<file path="src/rtl/ahb_bm_pkg.sv">
package ahb_bm_pkg;

  localparam logic [1:0] TRANS_IDLE   = 2'b00;
  localparam logic [1:0] TRANS_BUSY   = 2'b01;
  localparam logic [1:0] TRANS_NONSEQ = 2'b10;
  localparam logic [1:0] TRANS_SEQ    = 2'b11;

  localparam logic [2:0] BURST_SINGLE = 3'b000;
  localparam logic [2:0] BURST_INCR4  = 3'b011;

  localparam logic [1:0] RESP_OKAY  = 2'b00;
  localparam logic [1:0] RESP_ERROR = 2'b01;
  localparam logic [1:0] RESP_RETRY = 2'b10;
  localparam logic [1:0] RESP_SPLIT = 2'b11;

  typedef enum logic [2:0] {
    PH_OFF,
    PH_WAIT_RD,
    PH_READ,
    PH_WAIT_WR,
    PH_WRITE
  } phase_e;

  // Every code other than OKAY counts as a failed beat.
  function automatic logic resp_is_okay(input logic [1:0] resp);
    logic ok;
    case (resp)
      RESP_OKAY:  ok = 1'b1;
      RESP_ERROR: ok = 1'b0;
      RESP_RETRY: ok = 1'b0;
      RESP_SPLIT: ok = 1'b0;
      default:    ok = 1'b0;
    endcase
    return ok;
  endfunction

endpackage

</file>
<file path="src/rtl/ahb_bm_gap_timer.sv">
module ahb_bm_gap_timer #(
  parameter int CNT_W = 10,
  parameter int LIMIT = 16
) (
  input  logic clk,
  input  logic rst_n,
  input  logic run,
  output logic done
);

  localparam logic [CNT_W:0] LIMIT_V = (CNT_W+1)'(LIMIT);

  logic [CNT_W:0] cnt_q;
  logic [CNT_W:0] cnt_inc;

  assign cnt_inc = cnt_q + 1'b1;
  // A limit of zero still gives one idle cycle.
  assign done    = run && (cnt_inc >= LIMIT_V);

  always_ff @(posedge clk or negedge rst_n) begin
    if (!rst_n) begin
      cnt_q <= '0;
    end else if (!run || done) begin
      cnt_q <= '0;
    end else begin
      cnt_q <= cnt_inc;
    end
  end

endmodule

</file>
<file path="src/rtl/ahb_bm_sequencer.sv">
module ahb_bm_sequencer
  import ahb_bm_pkg::*;
#(
  parameter bit ENABLE      = 1'b1,
  parameter int BEATS       = 4,
  parameter int TOTAL_BYTES = 32,
  parameter int CNT_W       = 6,
  parameter int IDX_W       = 5
) (
  input  logic             clk,
  input  logic             rst_n,
  input  logic             hready,
  input  logic             wait_done,
  output phase_e           phase,
  output logic [CNT_W-1:0] addr_cnt,
  output logic             issuing,
  output logic             wait_run,
  output logic             dph_valid,
  output logic             dph_rd,
  output logic [IDX_W-1:0] dph_idx
);

  localparam logic [CNT_W-1:0] RD_LAST = CNT_W'(BEATS);
  localparam logic [CNT_W-1:0] WR_LAST = CNT_W'(TOTAL_BYTES);

  phase_e           phase_d;
  logic             busy;
  logic             phase_end;
  logic [CNT_W-1:0] last_cnt;

  assign busy      = (phase == PH_READ) || (phase == PH_WRITE);
  assign last_cnt  = (phase == PH_READ) ? RD_LAST : WR_LAST;
  assign issuing   = busy && (addr_cnt < last_cnt);
  assign phase_end = busy && (addr_cnt == last_cnt) && dph_valid && hready;
  assign wait_run  = (phase == PH_WAIT_RD) || (phase == PH_WAIT_WR);

  always_comb begin
    phase_d = phase;
    case (phase)
      PH_WAIT_RD: if (wait_done) phase_d = PH_READ;
      PH_READ:    if (phase_end) phase_d = PH_WAIT_WR;
      PH_WAIT_WR: if (wait_done) phase_d = PH_WRITE;
      PH_WRITE:   if (phase_end) phase_d = PH_WAIT_RD;
      default:    phase_d = PH_OFF;
    endcase
  end

  always_ff @(posedge clk or negedge rst_n) begin
    if (!rst_n) begin
      if (ENABLE) phase <= PH_WAIT_RD;
      else        phase <= PH_OFF;
      addr_cnt  <= '0;
      dph_valid <= 1'b0;
      dph_rd    <= 1'b0;
      dph_idx   <= '0;
    end else begin
      phase <= phase_d;
      if (!busy || (phase_d != phase)) begin
        addr_cnt <= '0;
      end else if (issuing && hready) begin
        addr_cnt <= addr_cnt + 1'b1;
      end
      // The address phase moves into the data phase only when the slave is ready.
      if (hready) begin
        dph_valid <= issuing;
        dph_rd    <= (phase == PH_READ);
        dph_idx   <= addr_cnt[IDX_W-1:0];
      end
    end
  end

endmodule

</file>
<file path="src/rtl/ahb_bm_bank.sv">
module ahb_bm_bank #(
  parameter int ENTRIES = 4,
  parameter int DATA_W  = 64,
  parameter int ENT_W   = 2,
  parameter int IDX_W   = 5
) (
  input  logic              clk,
  input  logic              rst_n,
  input  logic              wr_en,
  input  logic [ENT_W-1:0]  wr_idx,
  input  logic [DATA_W-1:0] wr_data,
  input  logic [IDX_W-1:0]  rd_byte_idx,
  output logic [7:0]        rd_byte
);

  localparam int LANE_W = IDX_W - ENT_W;

  logic [DATA_W-1:0] ent_q [ENTRIES];
  logic [DATA_W-1:0] sel_ent;
  logic [ENT_W-1:0]  rd_ent;
  logic [LANE_W-1:0] rd_lane;

  always_ff @(posedge clk or negedge rst_n) begin
    if (!rst_n) begin
      for (int i = 0; i < ENTRIES; i++) ent_q[i] <= '0;
    end else if (wr_en) begin
      ent_q[wr_idx] <= wr_data;
    end
  end

  assign rd_ent  = rd_byte_idx[IDX_W-1:LANE_W];
  assign rd_lane = rd_byte_idx[LANE_W-1:0];
  assign sel_ent = ent_q[rd_ent];
  assign rd_byte = sel_ent[{rd_lane, 3'b000} +: 8];

endmodule

</file>
<file path="src/rtl/ahb_bm_lane_steer.sv">
module ahb_bm_lane_steer #(
  parameter int DATA_W = 64,
  parameter int LANE   = 0
) (
  input  logic              en,
  input  logic [7:0]        byte_in,
  output logic [DATA_W-1:0] data_out
);

  localparam int LANES = DATA_W / 8;

  for (genvar g = 0; g < LANES; g++) begin : g_lane
    if (g == LANE) begin : g_hit
      assign data_out[8*g +: 8] = en ? byte_in : 8'h00;
    end else begin : g_zero
      assign data_out[8*g +: 8] = 8'h00;
    end
  end

endmodule

</file>
<file path="src/rtl/ahb_burst_byte_master.sv">
module ahb_burst_byte_master
  import ahb_bm_pkg::*;
#(
  parameter bit          ENABLE   = 1'b1,
  parameter logic [7:0]  SRC_TOP  = 8'h20,
  parameter logic [23:0] SRC_LOW  = 24'h000000,
  parameter logic [7:0]  DST_TOP  = 8'h40,
  parameter logic [23:0] DST_LOW  = 24'h000000,
  parameter logic [9:0]  IDLE_GAP = 10'd16,
  parameter int          DATA_W   = 64,
  parameter int          BEATS    = 4
) (
  input  logic              hclk,
  input  logic              hresetn,
  output logic [31:0]       haddr,
  output logic [1:0]        htrans,
  output logic              hwrite,
  output logic [2:0]        hsize,
  output logic [2:0]        hburst,
  output logic              hmastlock,
  output logic [DATA_W-1:0] hwdata,
  input  logic [DATA_W-1:0] hrdata,
  input  logic              hready,
  input  logic [1:0]        hresp
);

  localparam logic [31:0] SRC_ADDR    = {SRC_TOP, SRC_LOW};
  localparam logic [31:0] DST_ADDR    = {DST_TOP, DST_LOW};
  localparam int          BEAT_BYTES  = DATA_W / 8;
  localparam int          LANE_W      = $clog2(BEAT_BYTES);
  localparam int          TOTAL_BYTES = BEATS * BEAT_BYTES;
  localparam int          CNT_W       = $clog2(TOTAL_BYTES + 1);
  localparam int          IDX_W       = $clog2(TOTAL_BYTES);
  localparam int          ENT_W       = $clog2(BEATS);
  localparam int          DST_LANE    = int'(DST_ADDR[LANE_W-1:0]);
  localparam logic [2:0]  SIZE_BEAT   = 3'(LANE_W);
  localparam logic [2:0]  SIZE_BYTE   = 3'b000;

  phase_e           phase;
  logic [CNT_W-1:0] addr_cnt;
  logic             issuing;
  logic             wait_run;
  logic             wait_done;
  logic             dph_valid;
  logic             dph_rd;
  logic [IDX_W-1:0] dph_idx;
  logic             bank_we;
  logic [7:0]       out_byte;
  logic             rd_phase;

  ahb_bm_gap_timer #(
    .CNT_W (10),
    .LIMIT (int'(IDLE_GAP))
  ) u_gap (
    .clk   (hclk),
    .rst_n (hresetn),
    .run   (wait_run),
    .done  (wait_done)
  );

  ahb_bm_sequencer #(
    .ENABLE      (ENABLE),
    .BEATS       (BEATS),
    .TOTAL_BYTES (TOTAL_BYTES),
    .CNT_W       (CNT_W),
    .IDX_W       (IDX_W)
  ) u_seq (
    .clk       (hclk),
    .rst_n     (hresetn),
    .hready    (hready),
    .wait_done (wait_done),
    .phase     (phase),
    .addr_cnt  (addr_cnt),
    .issuing   (issuing),
    .wait_run  (wait_run),
    .dph_valid (dph_valid),
    .dph_rd    (dph_rd),
    .dph_idx   (dph_idx)
  );

  // A beat goes into the bank only if it completes with an OKAY response.
  assign bank_we = dph_valid && dph_rd && hready && resp_is_okay(hresp);

  ahb_bm_bank #(
    .ENTRIES (BEATS),
    .DATA_W  (DATA_W),
    .ENT_W   (ENT_W),
    .IDX_W   (IDX_W)
  ) u_bank (
    .clk         (hclk),
    .rst_n       (hresetn),
    .wr_en       (bank_we),
    .wr_idx      (dph_idx[ENT_W-1:0]),
    .wr_data     (hrdata),
    .rd_byte_idx (dph_idx),
    .rd_byte     (out_byte)
  );

  ahb_bm_lane_steer #(
    .DATA_W (DATA_W),
    .LANE   (DST_LANE)
  ) u_steer (
    .en       (dph_valid && !dph_rd),
    .byte_in  (out_byte),
    .data_out (hwdata)
  );

  assign rd_phase = (phase == PH_READ);

  always_comb begin
    if (!issuing)                    htrans = TRANS_IDLE;
    else if (rd_phase && addr_cnt != '0) htrans = TRANS_SEQ;
    else                             htrans = TRANS_NONSEQ;
  end

  assign haddr     = rd_phase ? (SRC_ADDR + (32'(addr_cnt) << LANE_W)) : DST_ADDR;
  assign hwrite    = (phase == PH_WRITE);
  assign hmastlock = (phase == PH_WRITE);
  assign hsize     = rd_phase ? SIZE_BEAT : SIZE_BYTE;
  assign hburst    = rd_phase ? BURST_INCR4 : BURST_SINGLE;

endmodule

</file>
<file path="config.mk">
export PLATFORM = sky130hd
export DESIGN_NAME = ahb_burst_byte_master
export DESIGN_NICKNAME = d
export VERILOG_FILES = /design/src/rtl/ahb_bm_pkg.sv /design/src/rtl/ahb_bm_gap_timer.sv /design/src/rtl/ahb_bm_sequencer.sv /design/src/rtl/ahb_bm_bank.sv /design/src/rtl/ahb_bm_lane_steer.sv /design/src/rtl/ahb_burst_byte_master.sv
export SDC_FILE = /design/constraint.sdc
export NUM_CORES = 1
export LEC_CHECK = 0
export BUFFER_PORTS_ARGS = -buffer_cell sky130_fd_sc_hd__buf_4
export CAP_MARGIN = 20
export CORE_MARGIN = 5
export CORE_UTILIZATION = 30
export CTS_BUF_LIST = sky130_fd_sc_hd__clkbuf_4 sky130_fd_sc_hd__clkbuf_8 sky130_fd_sc_hd__clkbuf_16
export DETAILED_ROUTE_END_ITERATION = 6
export REMOVE_ABC_BUFFERS = 1
export SYNTH_ARGS = -nofsm -noshare
export SYNTH_HDL_FRONTEND = slang
export SYNTH_HIERARCHICAL = 1
export SYNTH_SLANG_ARGS = --single-unit
</file>
<file path="constraint.sdc">
create_clock -name hclk -period 4.4 [get_ports hclk]
set_input_delay 0.88 -clock hclk [delete_from_list [all_inputs] [get_ports hclk]]
set_output_delay 0.88 -clock hclk [all_outputs]
set_load 0.005 [all_outputs]
</file>
==> results.txt, run 1 <==
RSZ-0062 raised after global routing: false
Port Buffers: 92
Total track usage: 0.118
# setup viols final: 0
1st-pass router iterations: 4
Worst hold path type: in -> async
DP HPWL: 19000 µm
Root Driver: clkbuf_16
CTS tree: built
Vias per inst: 4.58
Synth top area cells: dfrtp_1 (52%), mux2_2 (22%), mux4_2 (13%)
Final Cell Area: 0.0159 mm²
Yosys Warn Count: 6
Initial Util: 0.302
Die width: 223 µm
Worst clock skew: 10.0 ps
Min Hold Slack: 357 ps
Placed instance area: 0.0147 mm²
PwrDens: 358 mW/mm²
Leakage: 7.75 nW
Share of post-route cells with drive strength above 1: 0.543
Mux contribution to synthesized area: 0.360
Final Core Density: 0.353
Placer Congestion: 0.711
Fillers: 4294
Area occupied by multi-input gates: 0.00595 mm²
Largest net degree at the start of global routing: 82
Synth Cell Area: 0.0136 mm²
Post-CTS Setup Inserts: 0
Number of distinct library cells after synthesis: 49
Worst path max stage delay: 900 ps
CTS H-Tree Depth: 2
Top Ports: 175
Die area: 0.0497 mm²
Worst-path clk slew: 50 ps
Most frequent cells in the layout: dfrtp_1 (280), mux2_2 (270), buf_4 (104), conb_1 (89), mux4_2 (80)
Max Cap Viol: 0
Worst EP arrival: 3290 ps
Compound-Gate Fraction of Synth Area: 0.0119
Hold buffer count at cts: 0
Kind of critical path: reg -> out
Inst Count DP: 1537
Flops & latches, synth: 283
Num rows: 78
Core area: 0.0451 mm²
Post-synthesis async set-or-reset flop share: 1.00
Initial antenna violation count: 1
XOR/XNOR Fraction of Synth Area: 0.00451
Cells after Synth: 877
EDFF count, synth: 0
Number of global-route vias before repair: 7866
CP max stage cell: dfrtp_4
Sequential cell area fraction in the yosys report: 0.521
Initial DRC Count: 489
Final min period: 4170 ps
Vias: 7324
Grt total ovfl: 0
Mean Syn Cell Area: 15.5 µm²
Fin cells: 1598
Crit-path most repeated cell: mux4_2
DR DRC count: 0
Synth area leader: dfrtp_1
Simple-gate area share of the yosys netlist: 0.0308
Max Fclk: 0.240 GHz
Critical Path End Type: output pin
Final period utilization: 0.948
Routed Antenna Nets: 0
Clk buf depth: 3
CP Launch Type: flip-flop
Main combinational cell family by area after synthesis: multiplexers
Worst path cell trace: buf_12, mux4_2, mux4_2, mux2_2, and2_1, buf_4
Die Ht: 223 µm
Final Max Tran Viols: 0
First-pass GRT wire length: 47000 µm
Area grow syn2layout: 17.0%
Setup TNS: 0 ps
Endpoints failing hold: 0
Required time at the worst-slack endpoint: 3520 ps
Synth Flop Type: dfrtp_1
Clk_lat worst skew: 500 ps
Post-synthesis adder-cell area fraction: 0.00460
Worst-margin pin slew: 920 ps
PostCTS Resize Cnt: 0
Worst-path fanout max: 31
Reg area: 0.00709 mm²
Status: finished, final reports clean
Commonest non-fill, non-tap cell in the layout: dfrtp_1
VDD IR max: 0.165 mV
Top-area cell type share of the netlist area: 0.519
Num CTS Buffers: 34
Final net count: 1047
Clk sink count: 283
Slew HR: 0.386
Avg WL per Cell: 18.4 µm
Post-Route WL: 29400 µm
-- logic make-up (layout without fill, tap and decap cells) --
kind of cell	after synthesis	in the layout
adders and majority gates	5	5
muxes	354	354
other	3	90
xor gates and xnor gates	7	7
and+or+nand+nor	67	67
buffers and inverters	143	177
DFF	283	283
AOI/OAI and AO/OA	15	15
-- cells in the mapped netlist, types with 3 or more instances --
| cell type | count |
|---|---|
| buf_4 | 95 |
| dfrtp_1 | 282 |
| and2_1 | 14 |
| mux4_2 | 80 |
| mux2i_1 | 3 |
| mux2_2 | 270 |
| nand3b_1 | 4 |
| nor3b_1 | 3 |
| buf_1 | 6 |
| nand3_1 | 9 |
| inv_1 | 7 |
| ha_1 | 5 |
| clkbuf_1 | 33 |
| xnor2_1 | 5 |
| and3_1 | 4 |
| nor2_1 | 6 |
| nor3_1 | 5 |
| conb_1 | 3 |
| nand2_1 | 6 |
-- path summary, 6_finish.rpt --
| path | from | to | slack, ps | cells past startpoint |
|---|---|---|---|---|
| min in group hclk | u_bank/ent_q[73] | u_bank/ent_q[73] | 500 | 1 |
| max in group asynchronous | hresetn | u_bank/ent_q[176] | 2910 | 2 |
| worst min-delay path | hresetn | u_bank/ent_q[40] | 360 | 1 |
| worst max-delay path | u_seq/dph_idx[4] | hwdata[7] | 230 | 6 |
| worst max register to register | u_seq/dph_idx[1] | u_bank/ent_q[48] | 1780 | 4 |
| worst min register to register | u_bank/ent_q[73] | u_bank/ent_q[73] | 500 | 1 |
-- worst max-delay path: cells and delay by family, from the launching register on --
kind | cells | cell delay (ps)
buf+inv | 2 | 410
simple gates | 1 | 190
mux | 3 | 1270
flops | 1 | 900
-- metal layers --
layer,GRT usage,wire length (µm)
met4,0.0257,506
met1,0.167,13600
met5,0,0
met2,0.190,14000
met3,0.0233,1300
-- cell type report --
class / count / share of cell area
Multi-Input combinational cell: 537 / 0.374
Inverter: 7 / 0.00165
Clock buffer: 49 / 0.0648
Clock inverter: 11 / 0.0102
Antenna cell: 1 / 0.000157
Tap cell: 600 / 0.0472
Timing Repair Buffer: 110 / 0.0563
Sequential cell: 283 / 0.446
-- state kept, by name, indices dropped and copies added, names as in the netlist --
register         count
u_gap/cnt_q         11
u_seq/phase          3
u_seq/dph_valid      1
u_bank/ent_q       256
u_seq/dph_idx        5
u_seq/dph_rd         1
u_seq/addr_cnt       6
-- stage by stage --
step / worst slack [ps] / total power (W)
after floorplan: -2410 / 0.00268
after global placement: 703 / 0.00282
after detailed placement: 687 / 0.00282
after CTS: 145 / 0.00579
after global routing: 46.0 / 0.00592
final: 229 / 0.00569
-- where the power goes --
group | switching (W) | leakage (nW) | internal, W
clock | 0.00106 | 0.601 | 0.00186
combinational | 0.000109 | 3.22 | 0.0000498
sequential | 0.00000242 | 3.93 | 0.00261
total | 0.00117 | 7.75 | 0.00452
No activity file was read; power rests on OpenSTA's default activity.
==> run 2: changes to the inputs <==
- CORE_UTILIZATION: 30 -> 50
- HOLD_SLACK_MARGIN: not set -> 0.06
- PLACE_DENSITY: not set -> 0.71
- SKIP_LAST_GASP: not set -> 1
==> run 2 against run 1 <==
Via count is 0.55% higher; total power is 8.7% lower; sequential share of layout area grew 1.7 points; clock skew grew 5.7 ps; cell count down 17%; sequential cell count stayed put; cell area fell by 3.7%; fmax shrank 0.99%; count of clock-buffer cells in the layout shrank 7; critical path type unchanged; largest power group is now sequential cells; highest routed layer unchanged.
==> results.txt, run 2 (synthesized netlist as in run 1, its figures left out) <==
Total track usage: 0.176 (+0.0585)
Setup TNS: 0 ps (unchanged)
Max Cap Viol: 0 (unchanged)
Final min period: 4210 ps (+41.7 ps)
Top reg by flops: u_bank/ent_q
Share of post-route cells with drive strength above 1: 0.538 (-0.00510)
Initial antenna violation count: 0 (-1)
Routed Antenna Nets: 0 (unchanged)
Vias: 7364 (+0.55%)
Vias per inst: 5.55 (+21%)
CTS H-Tree Depth: 1 (-1)
Top Ports: 175 (unchanged)
Met3 WL post-DR: 1230 µm (-5.3%)
Post-Route WL: 26900 µm (-8.5%)
Kind of critical path: reg -> out
Reg2Reg Launch Point: u_seq/phase[1]
Fillers: 2146 (-50%)
Final Max Tran Viols: 0 (unchanged)
Worst path cell trace: buf_4, mux4_2, mux4_2, mux2_2, and2_1, buf_4
M1 WL: 12000 µm (-12%)
Num CTS Buffers: 29 (-15%)
Max reg flops: 256 (unchanged)
Biggest regs: u_bank/ent_q: 256 flops, u_gap/cnt_q: 11 flops, u_seq/addr_cnt: 6 flops
Hold buffer count at cts: 0 (unchanged)
Clk buf depth: 3 (unchanged)
Met2 WL: 13300 µm (-5.1%)
Worst R2R End: u_seq/addr_cnt[2]
Post-CTS Setup Inserts: 0 (unchanged)
Worst path max stage delay: 830 ps (-70 ps)
Worst-path fanout max: 29 (-6.5%)
Critical Path End Type: output pin
Core area: 0.0269 mm² (-40%)
Grt total ovfl: 0 (unchanged)
Largest net degree at the start of global routing: 143 (+74%)
DP HPWL: 17100 µm (-9.9%)
Die area: 0.0306 mm² (-38%)
Top Layer Used: met4
Status: finished, final reports clean
Final period utilization: 0.958 (+0.00948)
1st-pass router iterations: 4 (unchanged)
Critical path buffers and inverters: 2 (unchanged)
Worst-path clk slew: 60 ps (about the same)
Slew HR: 0.276 (-0.110)
R2r worst-path depth: 6 (+2)
Worst-margin pin slew: 1090 ps (+165 ps)
CP Launch Type: flip-flop
Most frequent cells in the layout: dfrtp_1 (280), mux2_2 (270), buf_4 (103), conb_1 (89), mux4_2 (80)
Antenna Cells: 0 (-1)
Root Driver: clkbuf_16
Initial DRC Count: 363 (-26%)
Avg WL per Cell: 20.3 µm (+10%)
R2R Setup Slk: 1870 ps (+90 ps)
PwrDens: 339 mW/mm² (-5.2%)
First-pass GRT wire length: 43900 µm (-6.7%)
Die width: 175 µm (-22%)
Crit path from: u_seq/dph_idx[4]
RSZ-0062 raised after global routing: false
DR DRC count: 0 (unchanged)
Max Fclk: 0.237 GHz (-0.99%)
# setup viols final: 0 (unchanged)
Clk sink count: 283 (unchanged)
Area occupied by multi-input gates: 0.00595 mm² (unchanged)
Commonest non-fill, non-tap cell in the layout: dfrtp_1
Reg area: 0.00709 mm² (unchanged)
Endpoints failing hold: 0 (unchanged)
Leakage: 7.63 nW (-1.6%)
Critical path's top delay family: multiplexers
Final net count: 1040 (-0.67%)
Placer Congestion: 0.722 (+1.6%)
CTS tree: built
Worst clock skew: 15.7 ps (+5.66 ps)
Worst EP arrival: 3330 ps (+40 ps)
Placed instance area: 0.0144 mm² (-2.4%)
Final Cell Area: 0.0153 mm² (-3.7%)
CP max stage cell: dfrtp_4
Num rows: 60 (-23%)
Area grow syn2layout: 12.7%
Die Ht: 175 µm (-22%)
Initial Util: 0.506 (+0.204)
Required time at the worst-slack endpoint: 3520 ps (about the same)
VDD IR max: 0.237 mV (+43%)
Number of global-route vias before repair: 7856 (-0.13%)
Port Buffers: 92 (unchanged)
Worst hold path type: in -> async
Clk_lat worst skew: 540 ps (+40 ps)
PostCTS Resize Cnt: 0 (unchanged)
-- run 2: cell types whose count changed in the layout (fill, tap and decap cells not counted) --
| cell | delta |
|---|---|
| buf_4 | -1 |
| clkinvlp_4 | +1 |
| inv_6 | +1 |
| buf_12 | -1 |
| clkbuf_8 | +1 |
| clkbuf_4 | -2 |
| bufinv_16 | -3 |
| clkbuf_16 | -6 |
| diode_2 | -1 |
| clkinv_4 | -1 |
-- run 2: through the flow --
stage	utilization	total power, W	setup slack, ps	instances	hold WS [ps]
5_1_grt	0.570	0.00539	7.16	1327	508
3_3_place_gp	0.534	0.00281	717	1276	482
3_5_place_dp	0.534	0.00281	691	1276	488
4_1_cts	0.570	0.00525	105	1327	502
6_report	0.570	0.00520	187	1327	483
2_1_floorplan	-	0.00268	-2410	827	474
-- run 2: worst max path at each step --
stage / cells past startpoint / slack [ps] / to
after global placement: 6 / 720 / hwdata[4]
after detailed placement: 6 / 690 / hwdata[4]
after global routing: 6 / 7 / hwdata[4]
after floorplan: 2 / -2410 / u_bank/ent_q[192]
after CTS: 6 / 100 / hwdata[4]
final: 6 / 190 / hwdata[4]
-- run 2: area by class of cell --
class                      instances  share of cell area
multi-input combinational        537               0.388
timing repair buffer             108              0.0567
inverter                           7             0.00172
clock buffer                      42              0.0574
clock inverter                     9             0.00523
tap                              341              0.0279
sequential                       283               0.463
-- run 2: report_power, final --
part | total [W] | internal (W) | switching (W)
combinational | 0.000155 | 0.0000498 | 0.000105
clock | 0.00243 | 0.00144 | 0.000994
sequential | 0.00261 | 0.00261 | 0.00000246
-- run 2: layer usage --
layer  global-route usage  up-vias
met2                0.294      152
met4               0.0327        0
met1                0.250     3936
met3               0.0292       34
met5                    0        -
li1                     -     3242
